`src/rtl/dram_cmd_pkg.sv`:
```
package dram_cmd_pkg;
  typedef enum logic [1:0] {
    CMD_PRE = 2'b00,
    CMD_ACT = 2'b01,
    CMD_RD  = 2'b10,
    CMD_WR  = 2'b11
  } cmd_kind_e;
endpackage

```
`src/rtl/dram_open_row.sv`:
```
// Open-row record for the private bank.
module dram_open_row #(
  parameter int ROW_W    = 14,
  parameter bit OPEN_ROW = 1'b1
) (
  input  logic             clk,
  input  logic             rst,
  input  logic             upd,
  input  logic [ROW_W-1:0] upd_row,
  output logic             open_vld,
  output logic [ROW_W-1:0] open_row
);
  always_ff @(posedge clk) begin
    if (rst) begin
      open_vld <= 1'b0;
      open_row <= '0;
    end else if (upd) begin
      open_vld <= OPEN_ROW;
      open_row <= upd_row;
    end
  end
endmodule

```
`src/rtl/dram_cmd_seq.sv`:
```
// Expands one request into its command series.
module dram_cmd_seq
  import dram_cmd_pkg::*;
#(
  parameter int ROW_W    = 14,
  parameter int COL_W    = 10,
  parameter int ADDR_W   = 14,
  parameter bit OPEN_ROW = 1'b1
) (
  input  logic              clk,
  input  logic              rst,
  input  logic              req_valid,
  output logic              req_ready,
  input  logic              req_write,
  input  logic [ROW_W-1:0]  req_row,
  input  logic [COL_W-1:0]  req_col,
  input  logic              open_vld,
  input  logic [ROW_W-1:0]  open_row,
  output logic              cmd_valid,
  input  logic              cmd_ready,
  output cmd_kind_e         cmd_kind,
  output logic [ADDR_W-1:0] cmd_addr,
  output logic              hit_valid,
  output logic              hit,
  output logic              done,
  output logic [ROW_W-1:0]  done_row
);
  logic             lat_write;
  logic [ROW_W-1:0] lat_row;
  logic [COL_W-1:0] lat_col;
  logic             accept, take, row_hit;
  cmd_kind_e        acc_kind, req_acc;

  assign req_ready = !cmd_valid;
  assign accept    = req_valid && req_ready;
  assign take      = cmd_valid && cmd_ready;
  assign row_hit   = OPEN_ROW && open_vld && (open_row == req_row);
  assign acc_kind  = lat_write ? CMD_WR : CMD_RD;
  assign req_acc   = req_write ? CMD_WR : CMD_RD;
  assign done      = take && cmd_kind[1];
  assign done_row  = lat_row;

  always_ff @(posedge clk) begin
    if (rst) begin
      cmd_valid <= 1'b0;
      cmd_kind  <= CMD_PRE;
      cmd_addr  <= '0;
      hit_valid <= 1'b0;
      hit       <= 1'b0;
      lat_write <= 1'b0;
      lat_row   <= '0;
      lat_col   <= '0;
    end else begin
      hit_valid <= accept;
      if (accept) begin
        lat_write <= req_write;
        lat_row   <= req_row;
        lat_col   <= req_col;
        hit       <= row_hit;
        cmd_valid <= 1'b1;
        if (row_hit) begin
          cmd_kind <= req_acc;
          cmd_addr <= ADDR_W'(req_col);
        end else if (open_vld) begin
          cmd_kind <= CMD_PRE;
          cmd_addr <= ADDR_W'(open_row);
        end else begin
          cmd_kind <= CMD_ACT;
          cmd_addr <= ADDR_W'(req_row);
        end
      end else if (take) begin
        case (cmd_kind)
          CMD_PRE: begin
            cmd_kind <= CMD_ACT;
            cmd_addr <= ADDR_W'(lat_row);
          end
          CMD_ACT: begin
            cmd_kind <= acc_kind;
            cmd_addr <= ADDR_W'(lat_col);
          end
          default: cmd_valid <= 1'b0;
        endcase
      end
    end
  end
endmodule

```
`src/rtl/dram_cmd_gen.sv`:
```
module dram_cmd_gen #(
  parameter int ROW_W    = 14,
  parameter int COL_W    = 10,
  parameter int BANK_W   = 3,
  parameter int RID_W    = 2,
  parameter int BANK_ID  = 0,
  parameter int REQ_ID   = 0,
  parameter bit OPEN_ROW = 1'b1,
  localparam int ADDR_W  = (ROW_W > COL_W) ? ROW_W : COL_W
) (
  input  logic              clk,
  input  logic              rst,
  input  logic              req_valid,
  output logic              req_ready,
  input  logic              req_write,
  input  logic [ROW_W-1:0]  req_row,
  input  logic [COL_W-1:0]  req_col,
  output logic              cmd_valid,
  input  logic              cmd_ready,
  output logic [1:0]        cmd_type,
  output logic [BANK_W-1:0] cmd_bank,
  output logic [ADDR_W-1:0] cmd_addr,
  output logic [RID_W-1:0]  cmd_rid,
  output logic              hit_valid,
  output logic              hit
);
  import dram_cmd_pkg::*;

  logic             open_vld, done;
  logic [ROW_W-1:0] open_row, done_row;
  cmd_kind_e        kind;

  dram_open_row #(.ROW_W(ROW_W), .OPEN_ROW(OPEN_ROW)) row_i (
    .clk(clk), .rst(rst), .upd(done), .upd_row(done_row),
    .open_vld(open_vld), .open_row(open_row)
  );

  dram_cmd_seq #(.ROW_W(ROW_W), .COL_W(COL_W), .ADDR_W(ADDR_W),
                 .OPEN_ROW(OPEN_ROW)) seq_i (
    .clk(clk), .rst(rst),
    .req_valid(req_valid), .req_ready(req_ready), .req_write(req_write),
    .req_row(req_row), .req_col(req_col),
    .open_vld(open_vld), .open_row(open_row),
    .cmd_valid(cmd_valid), .cmd_ready(cmd_ready), .cmd_kind(kind),
    .cmd_addr(cmd_addr), .hit_valid(hit_valid), .hit(hit),
    .done(done), .done_row(done_row)
  );

  assign cmd_type = kind;
  assign cmd_bank = BANK_W'(BANK_ID);
  assign cmd_rid  = RID_W'(REQ_ID);
endmodule

```
`config.mk`:
```
export PLATFORM = sky130hd
export DESIGN_NAME = dram_cmd_gen
export DESIGN_NICKNAME = d
export VERILOG_FILES = /design/src/rtl/dram_cmd_pkg.sv /design/src/rtl/dram_open_row.sv /design/src/rtl/dram_cmd_seq.sv /design/src/rtl/dram_cmd_gen.sv
export SDC_FILE = /design/constraint.sdc
export NUM_CORES = 1
export LEC_CHECK = 0
export CAP_MARGIN = 20
export CORE_MARGIN = 3
export CORE_UTILIZATION = 28
export DETAILED_ROUTE_END_ITERATION = 8
export PLACE_DENSITY = 0.52
export SLEW_MARGIN = 20
export SYNTH_ARGS = -nofsm -noshare
export SYNTH_HDL_FRONTEND = slang
export SYNTH_SLANG_ARGS = --single-unit
```
`constraint.sdc`:
```
create_clock -name clk -period 2.08 [get_ports clk]
set_input_delay 0.416 -clock clk [delete_from_list [all_inputs] [get_ports clk]]
set_output_delay 0.416 -clock clk [all_outputs]
set_load 0.02 [all_outputs]
```
Word level (Yosys, flattened, before mapping)
Cells that the tools add are included.
- bits in registers: 59
- bits in latches: 0
- RAM bits: 0
- memory bits (read-only): 0
- bits of input ports: 29
- output and inout port bits: 25
- memories kept: 0
- $add $sub $neg: 0
- multipliers: 0
- div/mod/pow operators: 0
- order comparisons: 0
- equal/unequal tests: 3
- shift-type cells: 0
- muxes and demuxes: 15
- bitwise operators: 0
- reductions and logical operators: 11
- operators by type and width (kind ; count):
    $mux W14 ; 4
    $pmux W14 S2 ; 1
    $eq A14 B14 Y1 ; 1
    $mux W1 ; 6
    $mux W2 ; 3
    $logic_and A1 B1 Y1 ; 4
    $pmux W2 S2 ; 1
    $reduce_and A2 Y1 ; 2
    $reduce_bool A3 Y1 ; 1
    $eq A2 B1 Y1 const B ; 1
    $logic_not A2 Y1 ; 1
    $ne A2 B1 Y1 const B ; 1
    $reduce_bool A2 Y1 ; 1
    $reduce_or A2 Y1 ; 1
    $logic_not A1 Y1 ; 1

Longest topological paths before layout
Gate-level depths: netlist of the first run.
- word-level depth: 5
- gate-level depth with buffers: 6

Cells and area by module
From an unflattened synthesis of the first run, not the netlist that was laid out.
- cell total of the unflattened synthesis: 332
- area, all modules: 2803.9 um^2
- modules (own cells, without submodules) (module ; times used ; cells an instance ; area each (um^2) ; seq. area each (um^2)):
    dram_cmd_seq ; 1 ; 278 ; 2225.9 ; 880.8
    dram_open_row ; 1 ; 48 ; 536.8 ; 300.3
    dram_cmd_gen ; 1 ; 6 ; 41.3 ; 0.0

Worst setup path after synthesis of the first run
OpenSTA, ideal clock, no wires.
- path type: in2reg
- start point: in req_row[12]
- end point: reg seq_i.cmd_addr[7]
- data arrival time: 1535 ps
- path slack: 465 ps
- stages: 6
- cells stage by stage: xnor2_1 > nand4_1 > nor4_4 > buf_6 > a31oi_1 > a211oi_2
- cells in the longest elaborated chain, start to end: 4
- RTL lines (what ; RTL line ; source):
    start, declared ; dram_cmd_gen.sv:16 ; input logic [ROW_W-1:0] req_row,
    $eq A14 B14 Y1 ; dram_cmd_seq.sv:37 ; assign row_hit = OPEN_ROW && open_vld && (open_row == req_row);
    $logic_and A1 B1 Y1 ; dram_cmd_seq.sv:37 ;
    $mux W14 ; dram_cmd_seq.sv:61 ; if (row_hit) begin
    $mux W14 ; dram_cmd_seq.sv:55 ; if (accept) begin
    end signal, assigned ; dram_cmd_seq.sv:63 ; cmd_addr <= ADDR_W'(req_col);
    end signal, assigned ; dram_cmd_seq.sv:66 ; cmd_addr <= ADDR_W'(open_row);
    end signal, assigned ; dram_cmd_seq.sv:69 ; cmd_addr <= ADDR_W'(req_row);
    end, declared ; dram_cmd_seq.sv:22 ; output logic [ADDR_W-1:0] cmd_addr,
No other way between the ends.
A chain may end at the register's enable or synchronous reset.

Final worst setup path of the first run
- start point: in req_row[12]
- end point: reg seq_i.cmd_addr[10]
The elaborated chain is that of the path after synthesis.

==> results of run 1 <==
## placed cells by master (no fill, tap or decap), drive strengths merged
cell           Yosys  final
a311oi             2      2
or3               10     10
clkbuf            14     13
nand3              2      2
buf               17     28
mux2i             24     24
nor3               3      3
nand2             82     82
a211oi             6      6
dfxtp             59     59
nand4              3      3
nor4               1      1
o21bai             4      4
clkinv             0      2
and3               1      1
o22ai              4      4
nor2b              2      2
xnor2             14     14
nor2              13     13
conb               1      5
o21ai             12     12
nand4b             1      1
clkdlybuf4s50      0     47
a31oi             10     10
a22oi              4      4
a21oi             44     44
nand2b             2      2
inv                1      1
## worst paths after layout
check                                                startpoint                               to  slack [ns]
worst max-delay path                                req_row[12]  seq_i.cmd_addr[10]$_SDFFE_PP0P_        0.17
worst min-delay path              seq_i.lat_col[2]$_SDFFE_PP0P_    seq_i.lat_col[2]$_SDFFE_PP0P_        0.45
worst max register to register  row_i.open_row[12]$_SDFFE_PP0P_  seq_i.cmd_addr[10]$_SDFFE_PP0P_        0.43
worst min register to register    seq_i.lat_col[2]$_SDFFE_PP0P_    seq_i.lat_col[2]$_SDFFE_PP0P_        0.45
## tightest hold or removal path: stages (launching register included)
cell	delay, ns
dfxtp_1	0.31
nand2_1	0.05
a21oi_1	0.05
## power breakdown
group / internal [mW] / switching [mW] / total [mW] / leakage, nW
registers: 1.19 / 0.0446 / 1.24 / 0.483
clock network: 0.520 / 0.445 / 0.965 / 0.0953
logic: 0.237 / 0.257 / 0.494 / 0.704
total: 1.95 / 0.747 / 2.69 / 1.28
## flip-flops by register name, indices dropped and copies added, names as in the netlist, 2 cells and up
register / count
seq_i.cmd_addr: 14
seq_i.lat_col: 10
seq_i.done_row: 14
seq_i.cmd_kind: 2
row_i.open_row: 14
## routing by layer
| metal | up-vias | routed length (µm) | share of wire [%] | track usage [%] |
|---|---|---|---|---|
| met5 | - | 0 | 0 | 0 |
| met4 | 0 | 89 | 1.2 | 6.65 |
| met3 | 8 | 325 | 4.3 | 3.00 |
| met2 | 57 | 3370 | 45 | 20.9 |
| met1 | 1143 | 3720 | 50 | 18.5 |
| li1 | 1263 | - | - | - |
## cell families (layout without fill, tap and decap cells)
kind of cell / Yosys count / count (layout) / synth area share [%]
compound gates: 86 / 86 / 19.1
xor+xnor: 14 / 14 / 4.44
buf+inv: 32 / 91 / 5.80
flops: 59 / 59 / 42.8
mux: 24 / 24 / 8.70
other cells: 1 / 5 / 0.136
simple gates: 120 / 120 / 19.1
## layout make-up
class / count / area, µm² / share of cell area, %
inverter: 1 / 3.75 / 0.102
sequential: 59 / 1180 / 32.1
multi-input combinational: 249 / 1440 / 39.1
clock buffer: 13 / 169 / 4.59
tap: 129 / 161 / 4.39
clock inverter: 2 / 10.0 / 0.272
timing repair buffer: 75 / 716 / 19.5
==> out/metrics.csv, run 1 <==
metric,value,unit
status,"complete, no violations",
hpwlAfterDp,5.27,mm
gp_congestion,0.739,
final_cell_area,3680,µm²
io_pins,54,
numCtsBuffers,9,
maxSlewViolCount,0,
cp_cell_sequence,clkdlybuf4s50_1 -> xnor2_1 -> nand4_1 -> nor4_4 -> buf_4 -> nand2b_1 -> o22ai_1,
dieArea,11100,µm²
ys_seq_area_share,42.8,%
worstSkewPairLatency,0.33,ns
worst_r2r_path_depth,6,
synth_commonest_cells,"nand2_1, dfxtp_1, a21oi_1, mux2i_1",
syn_to_final_growth,33.2,%
clockBufferDepth,2,
cp_slowest_stage_delay,0.53,ns
cts_sinks,59,
postSynthAreaPerCell,8.22,µm²
grt_pass1_wl,12.2,mm
critPathKind,input pin to register,
synth.most_common_cell,nand2_1,
max_cap_violations,0,
crit_required,2.28,ns
viasPerCell,4.68,
irDropWorstVdd,0.237,mV
hold_class,register to register,
cts_hold_buf,0,
leakagePower,1.28,nW
grt_setup_unrepaired,false,
die_h,105,µm
end_kind,register,
synth_area_leaders,"dfxtp_1, nand2_1, mux2i_1",
crit_fanout,11,
yosysTopAreaCell,dfxtp_1,
cp_slowest_cell,clkdlybuf4s50_1,
drc_errors,0,
wl,7.51,mm
vias,2471,
path_depth,7,
root_buffer,clkbuf_8,
arrival,2.11,ns
rows,35,
final.min_clock_period,1.91,ns
hold_depth,2,
path_clk_slew,0.07,ns
fin_tns_setup,0,ns
crit_family,buffers and inverters,
placed_cells,513,
ant_nets,0,
grt_max_degree,42,
fin_crit_sh,91.9,%
synth_top_area_share,42.8,%
wl_per_cell,14.2,µm
ys.flop_type,dfxtp_1,
grt_pass1_vias,2387,
drtIter0Drc,107,
dp_worst_setup_slack,-0.149,ns
synth-seq-cells,59,
fin_util,39.1,%
skew,0.00970,ns
final_cell_count_no_fill,528,
drive_above_1_share,13.0,%
start_util,29.3,%
chipWidth,105,µm
synth-edff-count,0,
coreArea,9420,µm²
hold_violations,0,
critPathLaunchType,input pin,
grt_usage,13.8,%
ctsResizeCount,0,
critPathBufInv,2,
setup_viol,0,
nets,424,
portBuffers,48,
worst_slack,0.168,ns
overflow,0,
max_freq,0.523,GHz
postCtsSetupRepairBufs,0,
ys_types,32,
synthCells,336,
placed_cell_area,3500,µm²
synthArstFlopShare,0,%
timing.hold.ws,0.453,ns
netlist_area,2760,µm²
antenna_found_initial,0,
tritoncts,built,
htreeDepth,3,
fillCellCount,955,
dr.pass1.iters,4,
yosys_warnings,0,
antenna_cells,0,
total_power,2.69,mW
pwr_density_cell,733,nW/µm²
No activity file was read; power rests on OpenSTA's default activity.
==> run 2, diff against run 1 <==
- DONT_BUFFER_PORTS: not set -> 1
- PLACE_DENSITY: 0.52 -> 0.45
==> run 2 against run 1 <==
Net effect: global-route usage is 0.086 points higher; critical path type is now register to register; final cell count is 12% lower; critical endpoint is now seq_i.cmd_addr[1]$_SDFFE_PP0P_; utilization is 6.2 points lower; combinational power is 41% lower; largest power group unchanged.
==> out/metrics.csv, run 2 (same netlist as run 1, synthesis figures left out) <==
metric,value,unit,change
status,"complete, no violations",,unchanged
syn_to_final_growth,11.9,%,was 33.2%
start_util,29.3,%,unchanged
relSlewSlack,61.3,%,
rr_endpoint,seq_i.cmd_addr[1]$_SDFFE_PP0P_,,was seq_i.cmd_addr[10]$_SDFFE_PP0P_
drc_errors,0,,unchanged
wl,7.55,mm,was 7.51 mm
max_freq,0.579,GHz,was 0.523 GHz
multi_input_area,1440,µm²,about the same
final_cell_count_no_fill,467,,was 528
root_buffer,clkbuf_8,,unchanged
drtIter0Drc,141,,was 107
total_power,2.57,mW,was 2.69 mW
portBuffers,0,,was 48
dieArea,11100,µm²,unchanged
power_frac_seq,49.4,%,was 45.8%
pwr_density_cell,831,nW/µm²,was 733 nW/µm²
path_clk_slew,0.07,ns,about the same
io_pins,54,,unchanged
hold_class,input pin to register,,was register to register
hold_depth,1,,was 2
hpwlAfterDp,5.05,mm,was 5.27 mm
viasPerCell,4.74,,was 4.68
htreeDepth,3,,unchanged
crit_fanout,20,,was 11
fillCellCount,1000,,was 955
grt_pass1_vias,2165,,"was 2,387"
die_h,105,µm,unchanged
gp_congestion,0.714,,was 0.739
postCtsSetupRepairBufs,0,,unchanged
critPathKind,register to register,,was input pin to register
grt_setup_unrepaired,false,,unchanged
overflow,0,,unchanged
vias,2215,,"was 2,471"
fin_crit_sh,83.1,%,was 91.9%
arrival,1.98,ns,was 2.11 ns
min_to,seq_i.lat_col[9]$_SDFFE_PP0P_,,was seq_i.lat_col[2]$_SDFFE_PP0P_
dr.pass1.iters,4,,unchanged
ant_nets,0,,unchanged
cts_hold_buf,0,,unchanged
grt_max_degree,60,,was 42
rows,35,,unchanged
placed_cell_area,2900,µm²,was 3500 µm²
numCtsBuffers,9,,unchanged
coreArea,9420,µm²,unchanged
power_frac_comb,11.4,%,was 18.4%
rrSetupSlack,0.35,ns,was 0.43 ns
max_cap_violations,0,,unchanged
antenna_cells,0,,unchanged
worst_r2r_path_depth,6,,unchanged
worst_slew_pin_slew,0.576,ns,
grt_usage,13.8,%,about the same
layout_commonest_cell,nand2_1,,unchanged
fin_tns_setup,0,ns,unchanged
seq_area,1180,µm²,unchanged
hp-start,rst,,was seq_i.lat_col[2]$_SDFFE_PP0P_
cts_sinks,59,,unchanged
end_kind,register,,unchanged
chipWidth,105,µm,unchanged
intPower,1.87,mW,was 1.95 mW
tritoncts,built,,unchanged
worstReg2RegStart,row_i.open_row[12]$_SDFFE_PP0P_,,unchanged
switchingPower,693,µW,was 747 µW
clockBufferDepth,2,,unchanged
wl_per_cell,16.2,µm,was 14.2 µm
drive_above_1_share,10.9,%,was 13.0%
grt_pass1_wl,12.0,mm,was 12.2 mm
maxSlewViolCount,0,,unchanged
ctsResizeCount,0,,unchanged
irDropWorstVdd,0.276,mV,was 0.237 mV
final.min_clock_period,1.73,ns,was 1.91 ns
skew,0.00611,ns,was 0.00970 ns
hold_violations,0,,unchanged
placed_cells,451,,was 513
clkPwrFrac,39.2,%,was 35.8%
critPathLaunchType,register,,was input pin
p_sw_share,27.0,%,was 27.7%
setup_viol,0,,unchanged
worstSkewPairLatency,0.34,ns,was 0.33 ns
antenna_found_initial,0,,unchanged
layout_common_cells,"nand2_1, dfxtp_1, a21oi_1",,"was nand2_1, dfxtp_1, clkdlybuf4s50_1"
fin_util,32.8,%,was 39.1%
nets,362,,was 424
leakagePower,1.03,nW,was 1.28 nW
crit_required,2.34,ns,was 2.28 ns
final_cell_area,3090,µm²,was 3680 µm²
==> run 2: cell count changes in the layout (fill, tap and decap cells not counted), sizes merged <==
cell and delta:
buf -15, clkbuf +2, clkdlybuf4s50 -47, clkinv -1
==> run 2: how the worst max path moves through the flow <==
| stage | from | to | slack (ns) | depth (start not counted) |
|---|---|---|---|---|
| 6_report | row_i.open_row[12]$_SDFFE_PP0P_ | seq_i.cmd_addr[1]$_SDFFE_PP0P_ | 0.35 | 6 |
| 2_1_floorplan | req_row[12] | seq_i.cmd_addr[7]$_SDFFE_PP0P_ | 0.46 | 6 |
| 3_3_place_gp | req_row[11] | seq_i.cmd_addr[4]$_SDFFE_PP0P_ | 0.34 | 6 |
| 4_1_cts | row_i.open_row[12]$_SDFFE_PP0P_ | seq_i.cmd_addr[1]$_SDFFE_PP0P_ | 0.33 | 6 |
| 5_1_grt | row_i.open_row[12]$_SDFFE_PP0P_ | seq_i.cmd_addr[1]$_SDFFE_PP0P_ | 0.21 | 6 |
| 3_5_place_dp | req_row[12] | seq_i.cmd_addr[1]$_SDFFE_PP0P_ | 0.29 | 6 |
==> run 2: metrics by stage <==
| step | worst slack, ns | hold WS, ns |
|---|---|---|
| 3_3_place_gp | 0.340 | 0.435 |
| 4_1_cts | 0.329 | 0.126 |
| 5_1_grt | 0.213 | 0.128 |
| 2_1_floorplan | 0.465 | 0.431 |
| 3_5_place_dp | 0.286 | 0.440 |
| 6_report | 0.352 | 0.157 |
==> run 2: critical path: stages, from the launching register on <==
cell and delay (ns):
dfxtp_1 0.33, xnor2_1 0.19, nand4_1 0.18, nor4_4 0.31, buf_4 0.28, a31oi_1 0.12
a211oi_2 0.22
==> run 2: power by group through the flow <==
stage | Clock, mW | Sequential [mW] | Combinational (mW)
after global placement | 0 | 1.29 | 0.294
after floorplan | 0 | 1.29 | 0.242
final | 1.01 | 1.27 | 0.293
after CTS | 1.04 | 1.27 | 0.295
after global routing | 1.09 | 1.28 | 0.330
after detailed placement | 0 | 1.30 | 0.293
==> run 2: cell type report <==
type                            count  share of cell area [%]
Clock buffer                       15                    6.03
Clock inverter                      1                   0.162
Timing Repair Buffer               13                    3.56
Inverter                            1                   0.121
Tap cell                          129                    5.22
Multi-Input combinational cell    249                    46.7
Sequential cell                    59                    38.2
==> run 2: per-layer routing <==
layer | global-route usage (%) | vias up | share of wire, %
met4 | 4.50 | 0 | 0.85
met5 | 0 | - | 0
met3 | 5.88 | 8 | 9.9
met2 | 19.6 | 68 | 42
met1 | 18.9 | 1000 | 47
li1 | - | 1139 | -
==> run 3, diff against run 2 <==
- PLACE_DENSITY: 0.45 -> 0.47
- clock period: 2.08 -> 1.57 ns (I/O delays scaled with it)
==> run 3 against run 2 <==
Net effect: utilization grew 2.8 points; first-iteration DRC count grew 24%; critical path depth grew 1; wire length grew 3.7%; hold slack lost 0.11 ns; register-to-register slack lost 0.40 ns; flip-flop and latch count is the same; via count grew 4.5%; critical path type unchanged; design area grew 8.4%; highest routed layer unchanged; clock-buffer cell count shrank 1; the flow now finishes with violations (negative setup slack).
==> out/metrics.csv, run 3 (same netlist as run 1, synthesis figures left out) <==
metric,value,unit,change
start_util,29.3,%,unchanged
nets,380,,was 362
grt_max_degree,60,,unchanged
worst_r2r_path_depth,7,,was 6
grt_setup_unrepaired,true,,was false
setup_viol,6,,was 0
portBuffers,0,,unchanged
rows,35,,unchanged
crit_required,1.83,ns,was 2.34 ns
hpwlAfterDp,5.21,mm,was 5.05 mm
timing.hold.ws,0.0450,ns,was 0.157 ns
drive_above_1_share,20.2,%,was 10.9%
layout_common_cells,"nand2_1, dfxtp_1, a21oi_1",,unchanged
startpoint,row_i.open_row[2]$_SDFFE_PP0P_,,was row_i.open_row[12]$_SDFFE_PP0P_
hp-start,rst,,unchanged
vias,2315,,"was 2,215"
layout_commonest_cell,nand2_1,,unchanged
syn_to_final_growth,21.3,%,was 11.9%
total_power,3.34,mW,was 2.57 mW
fillCellCount,967,,"was 1,000"
coreArea,9420,µm²,unchanged
chipWidth,105,µm,unchanged
pwr_density_cell,996,nW/µm²,was 831 nW/µm²
drc_errors,0,,unchanged
gp_congestion,0.757,,was 0.714
fin_crit_sh,103,%,was 83.1%
wl_per_cell,16.2,µm,about the same
grt_pass1_vias,2256,,"was 2,165"
arrival,1.87,ns,was 1.98 ns
min_to,seq_i.hit$_SDFFE_PP0P_,,was seq_i.lat_col[9]$_SDFFE_PP0P_
root_buffer,clkbuf_8,,unchanged
grt_pass1_wl,12.4,mm,was 12.0 mm
overflow,0,,unchanged
ant_nets,0,,unchanged
max_freq,0.619,GHz,was 0.579 GHz
numCtsBuffers,9,,unchanged
wl,7.83,mm,was 7.55 mm
antenna_found_initial,0,,unchanged
leakagePower,1.17,nW,was 1.03 nW
irDropWorstVdd,0.320,mV,was 0.276 mV
status,finished with violations,,"was complete, no violations"
antenna_cells,0,,unchanged
grt_usage,14.3,%,was 13.8%
io_pins,54,,unchanged
hold_violations,0,,unchanged
critPathKind,register to register,,unchanged
worst_slack,-0.0459,ns,was 0.352 ns
critPathLaunchType,register,,unchanged
violations,negative setup slack,,
worstReg2RegStart,row_i.open_row[2]$_SDFFE_PP0P_,,was row_i.open_row[12]$_SDFFE_PP0P_
crit_fanout,10,,was 20
max_cap_violations,0,,unchanged
viasPerCell,4.77,,was 4.74
rr_endpoint,seq_i.cmd_addr[9]$_SDFFE_PP0P_,,was seq_i.cmd_addr[1]$_SDFFE_PP0P_
dieArea,11100,µm²,unchanged
skew,0.00902,ns,was 0.00611 ns
htreeDepth,3,,unchanged
maxSlewViolCount,0,,unchanged
die_h,105,µm,unchanged
tritoncts,built,,unchanged
worstSkewPairLatency,0.33,ns,was 0.34 ns
fin_util,35.6,%,was 32.8%
hold_depth,1,,unchanged
path_clk_slew,0.07,ns,about the same
final.min_clock_period,1.62,ns,was 1.73 ns
end_kind,register,,unchanged
dr.pass1.iters,4,,unchanged
rrSetupSlack,-0.05,ns,was 0.35 ns
clockBufferDepth,2,,unchanged
hold_class,input pin to register,,unchanged
cts_sinks,59,,unchanged
drtIter0Drc,175,,was 141
[run 3: layout make-up]
type	instances	area, µm²	share of cell area (%)
Sequential cell	59	1190	35.6
Inverter	1	3.75	0.112
Timing Repair Buffer	31	313	9.34
Multi-Input combinational cell	249	1510	45.0
Tap cell	129	161	4.82
Clock buffer	14	163	4.86
Clock inverter	2	10.0	0.299
[run 3: worst max-delay path: stages (launching register included)]
cell and delay [ns]:
dfxtp_1 0.34, xnor2_1 0.13, nand4_1 0.13, nor4_4 0.06
buf_6 0.14, clkbuf_16 0.16, or3_4 0.37, a211oi_2 0.21
[run 3: how the worst max path moves through the flow]
| stage | end | slack (ns) | cells past startpoint |
|---|---|---|---|
| 2_1_floorplan | seq_i.cmd_addr[7]$_SDFFE_PP0P_ | 0.03 | 6 |
| 3_3_place_gp | seq_i.cmd_kind[0]$_SDFFE_PP0P_ | -0.04 | 6 |
| 3_5_place_dp | seq_i.cmd_addr[12]$_SDFFE_PP0P_ | -0.10 | 6 |
| 4_1_cts | seq_i.cmd_addr[1]$_SDFFE_PP0P_ | -0.07 | 6 |
| 5_1_grt | seq_i.cmd_addr[6]$_SDFFE_PP0P_ | -0.13 | 7 |
| 6_report | seq_i.cmd_addr[9]$_SDFFE_PP0P_ | -0.05 | 7 |
[run 3: what timing repair did]
item,CTS,global route
buffers inserted,1,1
resized for setup,5,14
pin swaps,0,17
setup endpoints to repair,12,17
hold buffers,0,0
cloned,0,2
[run 3: metrics by stage]
stage / std cells / setup TNS [ns] / instance area (µm²) / setup slack (ns)
floorplan: 340 / 0 / 2780 / 0.0264
global placement: 465 / -0.310 / 3030 / -0.0369
detailed placement: 465 / -0.736 / 3030 / -0.105
CTS: 482 / -0.384 / 3230 / -0.0666
global route: 485 / -1.55 / 3350 / -0.131
finish: 485 / -0.196 / 3350 / -0.0459
[run 3: power by group]
part           internal (mW)  switching, mW
Clock                  0.656          0.583
Combinational          0.185          0.237
Sequential              1.58         0.0980
[run 3: per-layer routing]
metal / up-vias / wire length (µm) / global-route usage (%)
li1: 1178 / - / -
met1: 1070 / 3690 / 18.8
met2: 65 / 3480 / 20.3
met3: 2 / 626 / 7.65
met4: 0 / 37 / 3.66
met5: - / 0 / 0
